<file path="src/rtl/adpll_pkg.sv">
package adpll_pkg;
  localparam int GAIN_W = 4;
  localparam int WORD_W = 8;

  typedef struct packed {
    logic              fast;
    logic              lock_pat;
    logic [GAIN_W-1:0] gain;
  } decision_t;
endpackage

</file>
<file path="src/rtl/adpll_tap_decode.sv">
module adpll_tap_decode
  import adpll_pkg::*;
#(
  parameter int SIDE = 6
) (
  input  logic [2*SIDE+1:0] taps,
  output decision_t         dec
);
  localparam int CTR   = SIDE;
  localparam int LATE  = SIDE + 1;
  localparam int CNT_W = $clog2(SIDE + 2);
  localparam int GMAX  = (1 << GAIN_W) - 1;

  logic [CNT_W-1:0]  n_late_set;
  logic [CNT_W-1:0]  n_early_clr;
  logic [GAIN_W-1:0] gain_fast;
  logic [GAIN_W-1:0] gain_slow;

  // Count the taps set beyond the central pair and the early taps still clear.
  always_comb begin
    n_late_set  = '0;
    n_early_clr = '0;
    for (int i = 0; i < SIDE; i++) begin
      n_late_set  = n_late_set  + CNT_W'(taps[LATE+1+i]);
      n_early_clr = n_early_clr + CNT_W'(!taps[i]);
    end
  end

  // Separate step sizes for each direction, clamped to the gain width.
  always_comb begin
    gain_fast = (int'(n_late_set) + 1 > GMAX)  ? GAIN_W'(GMAX) : GAIN_W'(int'(n_late_set) + 1);
    gain_slow = (int'(n_early_clr) + 1 > GMAX) ? GAIN_W'(GMAX) : GAIN_W'(int'(n_early_clr) + 1);
  end

  // The fast flag selects the step; the lock pattern gives a zero step.
  always_comb begin
    dec.fast     = taps[CTR];
    dec.lock_pat = !taps[CTR] && taps[LATE];
    if (dec.fast)          dec.gain = gain_fast;
    else if (dec.lock_pat) dec.gain = '0;
    else                   dec.gain = gain_slow;
  end
endmodule

</file>
<file path="src/rtl/adpll_ctrl_word.sv">
module adpll_ctrl_word
  import adpll_pkg::*;
#(
  parameter int RESET_WORD = 128
) (
  input  logic              clk,
  input  logic              rst_n,
  input  logic              en,
  input  logic              down,
  input  logic [GAIN_W-1:0] step,
  output logic [WORD_W-1:0] word
);
  localparam logic [WORD_W-1:0] WMAX = '1;

  logic [WORD_W-1:0] step_ext;
  logic [WORD_W:0]   sum;
  logic [WORD_W-1:0] word_nxt;

  always_comb begin
    step_ext = {{(WORD_W-GAIN_W){1'b0}}, step};
    sum      = {1'b0, word} + {1'b0, step_ext};
    word_nxt = word;
    if (en) begin
      if (down) word_nxt = (step_ext > word) ? '0 : word - step_ext;
      else      word_nxt = sum[WORD_W] ? WMAX : sum[WORD_W-1:0];
    end
  end

  always_ff @(posedge clk or negedge rst_n) begin
    if (!rst_n) word <= WORD_W'(RESET_WORD);
    else        word <= word_nxt;
  end


  word_hold_chk: assert property (@(posedge clk) disable iff (!rst_n)
    !en |=> $stable(word));

  floor_clamp_chk: assert property (@(posedge clk) disable iff (!rst_n)
    (en && down && ({{(WORD_W-GAIN_W){1'b0}}, step} >= word)) |=> (word == '0));

  step_bound_chk: assert property (@(posedge clk) disable iff (!rst_n)
    en |=> (((word >= $past(word)) ? (word - $past(word)) : ($past(word) - word))
            <= WORD_W'((1 << GAIN_W) - 1)));
endmodule

</file>
<file path="src/rtl/adpll_lock_det.sv">
module adpll_lock_det (
  input  logic clk,
  input  logic rst_n,
  input  logic en,
  input  logic pat,
  input  logic step_nz,
  output logic lock
);
  logic prev_pat;
  logic prev_pat_nxt;
  logic lock_nxt;

  always_comb begin
    prev_pat_nxt = prev_pat;
    lock_nxt     = lock;
    if (en) begin
      prev_pat_nxt = pat;
      if (step_nz)            lock_nxt = 1'b0;
      else if (pat && prev_pat) lock_nxt = 1'b1;
    end
  end

  always_ff @(posedge clk or negedge rst_n) begin
    if (!rst_n) begin
      prev_pat <= 1'b0;
      lock     <= 1'b0;
    end else begin
      prev_pat <= prev_pat_nxt;
      lock     <= lock_nxt;
    end
  end


  lock_drop_chk: assert property (@(posedge clk) disable iff (!rst_n)
    (en && step_nz) |=> !lock);

  lock_hold_chk: assert property (@(posedge clk) disable iff (!rst_n)
    !en |=> $stable(lock));
endmodule

</file>
<file path="src/rtl/adpll_gain_loop.sv">
module adpll_gain_loop
  import adpll_pkg::*;
#(
  parameter int SIDE       = 6,
  parameter int RESET_WORD = 128
) (
  input  logic              clk,
  input  logic              rst_n,
  input  logic [2*SIDE+1:0] taps,
  output logic              win_clr,
  output logic [WORD_W-1:0] ctl_word,
  output logic              fast,
  output logic [GAIN_W-1:0] gain,
  output logic              lock
);
  logic              half;
  logic              eval_en;
  decision_t         dec;
  logic              fast_nxt;
  logic [GAIN_W-1:0] gain_nxt;

  // Reference divided by two: evaluate in every second cycle.
  always_ff @(posedge clk or negedge rst_n) begin
    if (!rst_n) half <= 1'b0;
    else        half <= !half;
  end

  assign eval_en = half;
  assign win_clr = !half;

  adpll_tap_decode #(.SIDE(SIDE)) u_decode (
    .taps (taps),
    .dec  (dec)
  );

  adpll_ctrl_word #(.RESET_WORD(RESET_WORD)) u_word (
    .clk   (clk),
    .rst_n (rst_n),
    .en    (eval_en),
    .down  (dec.fast),
    .step  (dec.gain),
    .word  (ctl_word)
  );

  adpll_lock_det u_lock (
    .clk     (clk),
    .rst_n   (rst_n),
    .en      (eval_en),
    .pat     (dec.lock_pat),
    .step_nz (dec.gain != '0),
    .lock    (lock)
  );

  always_comb begin
    fast_nxt = fast;
    gain_nxt = gain;
    if (eval_en) begin
      fast_nxt = dec.fast;
      gain_nxt = dec.gain;
    end
  end

  always_ff @(posedge clk or negedge rst_n) begin
    if (!rst_n) begin
      fast <= 1'b0;
      gain <= '0;
    end else begin
      fast <= fast_nxt;
      gain <= gain_nxt;
    end
  end


  clr_window_chk: assert property (@(posedge clk) disable iff (!rst_n)
    win_clr |=> ($stable(ctl_word) && $stable(gain) && $stable(fast)));

  zero_step_chk: assert property (@(posedge clk) disable iff (!rst_n)
    (eval_en && !taps[SIDE] && taps[SIDE+1]) |=> (gain == '0 && $stable(ctl_word)));
endmodule

</file>
<file path="config.mk">
export PLATFORM = sky130hd
export DESIGN_NAME = adpll_gain_loop
export DESIGN_NICKNAME = d
export VERILOG_FILES = /design/src/rtl/adpll_pkg.sv /design/src/rtl/adpll_tap_decode.sv /design/src/rtl/adpll_ctrl_word.sv /design/src/rtl/adpll_lock_det.sv /design/src/rtl/adpll_gain_loop.sv
export SDC_FILE = /design/constraint.sdc
export NUM_CORES = 1
export LEC_CHECK = 0
export BUFFER_PORTS_ARGS = -buffer_cell sky130_fd_sc_hd__buf_2
export CAP_MARGIN = 40
export CORE_AREA = 4 4 84 86
export CTS_CLUSTER_SIZE = 10
export DETAILED_ROUTE_END_ITERATION = 16
export DIE_AREA = 0 0 88 90
export PLACE_DENSITY_LB_ADDON = 0.3
export REMOVE_ABC_BUFFERS = 1
export SYNTH_ARGS = -nofsm -noshare
export SYNTH_HDL_FRONTEND = slang
export SYNTH_SLANG_ARGS = --single-unit
</file>
<file path="constraint.sdc">
create_clock -name clk -period 2.8 [get_ports clk]
set_input_delay 0 -clock clk [delete_from_list [all_inputs] [get_ports clk]]
set_output_delay 0 -clock clk [all_outputs]
set_load 0.05 [all_outputs]
</file>
# Yosys cells after proc, flatten, opt, wreduce, memory -nomap -nowiden
# Cells that the tools add are included.
dict set report totals {
  word_cells 45
  reg_bits 16
  out_inout_bits 15
}
dict set report op_classes {
  n_reduce_logical 13
  n_mux 9
  magnitude_cmp 3
  addsub 14
}
# op n
set ops {}
lappend ops {{32-bit by 5-bit > comparator with 1-bit output (second input constant)} 2}
lappend ops {{3-bit by 1-bit adder with 3-bit output} 8}
lappend ops {{8-bit 2-to-1 mux} 3}
lappend ops {{4-bit 2-to-1 mux} 4}
lappend ops {{8-bit by 4-bit adder with 9-bit output} 1}
lappend ops {{3-bit by 1-bit adder with 4-bit output (second input constant)} 2}
lappend ops {{4-bit by 8-bit > comparator with 1-bit output} 1}
lappend ops {{1-bit logical NOT} 8}
lappend ops {{8-bit by 4-bit subtractor with 8-bit output} 1}
lappend ops {{1-bit by 1-bit adder with 2-bit output} 2}
lappend ops {{4-bit nonzero test} 1}
lappend ops {{1-bit logical AND} 2}
lappend ops {{1-bit 2-to-1 mux} 2}
lappend ops {{2-bit AND reduction} 1}
lappend ops {{2-bit nonzero test} 1}

# Logic depth before layout (Yosys ltp)
dict set report depth {
  word_depth 14
  mapped_depth 18
  ltp_nobuf 17
}

# Cells and area by module
# Synthesis repeated with hierarchy kept, for this count alone.
dict set report hier_totals {
  cells_unflattened 152
  hier_area_um2 1420.1
}
# module cells_each n_inst area_each_um2
set by_module_without_submodules {}
lappend by_module_without_submodules {adpll_ctrl_word 103 1 863.3}
lappend by_module_without_submodules {adpll_tap_decode 30 1 257.7}
lappend by_module_without_submodules {adpll_gain_loop 14 1 222.7}
lappend by_module_without_submodules {adpll_lock_det 5 1 76.3}

# Least setup slack after synthesis
# OpenSTA, ideal clock, no wires.
dict set report synth_path {
  path_type {input to register}
  from {in taps[8]}
  to {reg u_word.word[7]}
  path_stages 15
  arrival_time_ns 3.765
  setup_slack_ns -1.028
  required_time_ns 2.737
  setup_ns 0.063
  path_buffers 0
  path_cell_list {ha_1 > inv_1 > fa_1 > fa_1 > fa_1 > inv_1 > ha_1 > a22oi_1 > inv_1 > fa_1 > o21ba_4 > o21ai_4 > or3b_1 > a21oi_1 > nand2b_1}
}
# element line
set synth_rtl {}
lappend synth_rtl {{from (decl)} adpll_gain_loop.sv:9} ;# input logic [2*SIDE+1:0] taps,
lappend synth_rtl {{to (signal assigned)} adpll_ctrl_word.sv:30} ;# if (!rst_n) word <= WORD_W'(RESET_WORD);
lappend synth_rtl {{to (signal assigned)} adpll_ctrl_word.sv:31} ;# else word <= word_nxt;
lappend synth_rtl {{to (decl)} adpll_ctrl_word.sv:11} ;# output logic [WORD_W-1:0] word

==> run_results.csv <==
group,metric,value,unit
floorplanning,core_area,6280,um^2
floorplanning,dieArea,7920,um^2
logic_synthesis,synth_top_cell_area_share,24.6,%
global_routing,grt_overflow,0,
finish,syn_to_final_growth,48.9,%
sta,fmax,284,MHz
logic_synthesis,synth_top_flop_cell,"dfrtp_1",
min_path,hold_path_end,"u_lock.prev_pat$_DFFE_PN0P_",
placement,place_hpwl,3140,um
finish,num-nets-final,267,
sta,timing.final.crit_share,126,%
sta,hold_violations,0,
outcome,failed_checks,"setup timing",
logic_synthesis,yosys-top-cells-count,"31 x inv_1, 15 x dfrtp_1, 13 x ha_1",
finish,seq_area,402,um^2
logic_synthesis,synth_top_area_cell,"dfrtp_1",
clock_tree,cts_tree,"built",
floorplanning,chipWidth,88,um
placement,portBuffers,30,
logic_synthesis,synth_most_common_cell,"inv_1",
detailed_routing,wire_per_inst,14.0,um
floorplanning,die_y,90,um
detailed_routing,vias,1419,
logic_synthesis,synth_cell_types,50,
min_path,whs_path_depth,2,
logic_synthesis,syn_area,1530,um^2
logic_synthesis,synthArstFlopShare,100,%
critical_path,worstReg2RegStart,"u_word.word[1]$_DFFE_PN0P_",
finish,nFillCells,649,
clock_tree,cts_buffer_depth,2,
floorplanning,rows,29,
detailed_routing,dr.pass1.iters,4,
outcome,outcome,"finished with violations",
floorplanning,initial_core_util,24.3,%
power_and_ir_drop,vdd_drop_max,0.329,mV
power_and_ir_drop,p_int,1.29,mW
min_path,worstHoldStart,"taps[7]",
power_and_ir_drop,swShare,47.1,%
detailed_routing,drtAntennaViolNets,0,
global_routing,grt.total_usage,11.8,%
clock_tree,cts_buffers,3,
finish,antenna_cells,0,
logic_synthesis,synth_seq_cells,16,
global_routing,grt_antenna_before_repair,0,
power_and_ir_drop,power_frac_comb,73.4,%
global_routing,grt_pass1_wl,7450,um
critical_path,regToRegSetupSlack,0.68,ns
placement,dp_slack,-1.25,ns
sta,finClkSkew,0.00739,ns
flow_run,maxCapViolations,0,
sta,relSlewSlack,72.6,%
sta,worst_slack,-0.720,ns
power_and_ir_drop,p_leak,1.09,nW
clock_tree,clk_pin_slew,0.08,ns
sta,setup_viol,8,
power_and_ir_drop,power_density,1070,nW/um^2
logic_synthesis,synth_warnings,0,
clock_tree,htreeDepth,1,
critical_path,required,2.95,ns
critical_path,worstSetupStartpoint,"taps[9]",
power_and_ir_drop,power_frac_seq,17.7,%
critical_path,rr_worst_depth,7,
sta,worstMarginPinSlew,0.411,ns
detailed_routing,viasPerCell,4.65,
detailed_routing,drt_iter0_markers,41,
finish,multi_input_area,1170,um^2
detailed_routing,routed_wl,4290,um
placement,gp_congestion,0.852,
power_and_ir_drop,power_switching,1.15,mW
logic_synthesis,synth_cells,168,
sta,rsz0062_at_grt,"true",
critical_path,reg2reg_to,"u_word.word[7]$_DFFE_PN1P_",
global_routing,grt_pass1_vias,1556,
critical_path,end_kind,"flop",
clock_tree,clock-root-buffer,"clkbuf_8",
clock_tree,cts.sink_count,16,
logic_synthesis,synth-edff-count,0,
clock_tree,clk-insertion-delay-late,0.26,ns
logic_synthesis,yosysSeqAreaShare,26.3,%
finish,post-route-util,36.2,%
sta,drv_slew,0,
critical_path,cp_max_fo,4,
min_path,hold_class,"in2reg",
floorplanning,io_pins,31,
critical_path,path_class,"in2reg",
power_and_ir_drop,power_frac_clock,8.9,%
detailed_routing,drc,0,
critical_path,worst_ep_arrival_time,3.67,ns
critical_path,start_kind,"input pin",
sta,fin_crit,3.52,ns
global_routing,grt_max_degree,22,
finish,drive_gt1_share,51.3,%
logic_synthesis,avgSynthCellArea,9.09,um^2
logic_synthesis,synthTopCellsByArea,"dfrtp_1 25%, fa_1 12%, ha_1 11%",
==> registers in the layout (all words and copies together) (netlist names) <==
| register | cells |
|---|---|
| u_word.word | 8 |
| gain | 4 |
| u_lock.lock | 1 |
| eval_en | 1 |
| fast | 1 |
| u_lock.prev_pat | 1 |
==> cell usage in the layout, fill, tap and decap left out, types with 2 or more instances in the layout <==
master    instances
ha_2              2
a22oi_1           2
o21ai_2           4
o22ai_1           2
nor2_1           10
clkbuf_8          4
o211ai_1          2
nor3b_1           2
a21oi_1           8
mux2_2            2
o221ai_2          3
buf_2            26
buf_6             6
fa_2              5
ha_1              5
fa_1              4
nand4_1           2
nand3_1           3
ha_4              6
a22oi_2           2
inv_2             7
o21ai_0           4
nor2b_1           2
nand2b_1          2
buf_4            30
nand2_1           6
dfrtp_1          15
xnor2_1           4
inv_1            23
==> area by class of cell <==
class	count	share of cell area, %
clock buffer	4	2.42
tap	77	4.24
inverter	31	5.23
multi-input combinational	114	51.4
sequential	16	17.7
timing repair buffer	63	19.0
==> how the worst max path moves through the flow <==
stage	end	slack [ns]
2_1_floorplan	u_word.word[7]$_DFFE_PN1P_	-1.03
3_3_place_gp	u_word.word[5]$_DFFE_PN0P_	-1.21
3_5_place_dp	u_word.word[5]$_DFFE_PN0P_	-1.25
4_1_cts	u_word.word[5]$_DFFE_PN0P_	-0.68
5_1_grt	u_word.word[4]$_DFFE_PN0P_	-0.84
6_report	u_word.word[4]$_DFFE_PN0P_	-0.72
==> kinds of logic (layout without fill, tap and decap cells) <==
family / Yosys count / after routing / synth area share, %
xor gates and xnor gates: 6 / 6 / 3.44
AOI/OAI and AO/OA: 44 / 44 / 20.7
muxes: 2 / 2 / 1.47
and+or+nand+nor: 40 / 40 / 14.8
adders and majority gates: 22 / 22 / 22.4
DFF: 16 / 16 / 26.3
buffers and inverters: 38 / 98 / 10.8
==> routing by layer <==
layer	vias up	part of all wire, %	GRT usage (%)
met5	-	0	0
met4	0	1.4	3.84
met3	6	4.3	2.65
met2	25	50	19.3
met1	690	44	15.0
li1	698	-	-
==> repair_timing <==
action	CTS	global route
pin swaps	17	4
setup endpoints to repair	8	8
setup buffers	4	3
resized for setup	44	12
hold buffers	1	0
endpoints found under the hold margin	16	0
==> worst max-delay path, cell delays in order <==
cell	delay, ns
buf_6	0.09
ha_4	0.25
inv_2	0.03
fa_1	0.46
fa_2	0.36
fa_1	0.52
inv_2	0.05
ha_4	0.23
a22oi_2	0.20
inv_2	0.11
buf_4	0.15
fa_2	0.34
a21o_4	0.23
a21oi_4	0.16
buf_6	0.14
nor2_2	0.04
o22ai_2	0.17
o22ai_1	0.10
==> power groups by stage <==
stage / registers (mW) / logic, mW / clock network, mW
final: 0.431 / 1.79 / 0.218
after global routing: 0.452 / 1.95 / 0.232
after CTS: 0.434 / 1.67 / 0.222
after detailed placement: 0.431 / 1.42 / 0
after global placement: 0.430 / 1.42 / 0
after floorplan: 0.646 / 0.731 / 0
==> per-stage QoR <==
stage               std cells  setup TNS, ns  cell area (um^2)  hold WS [ns]  power (mW)
floorplan                 161          -7.83              1480        -0.296        1.38
global placement          294          -9.08              1920       -0.0452        1.85
detailed placement        294          -9.61              1920       -0.0457        1.85
CTS                       303          -4.70              2210        0.0240        2.33
global route              305          -6.19              2270        0.0397        2.64
finish                    305          -5.14              2270        0.0299        2.44
No activity file was read; power rests on OpenSTA's default activity.
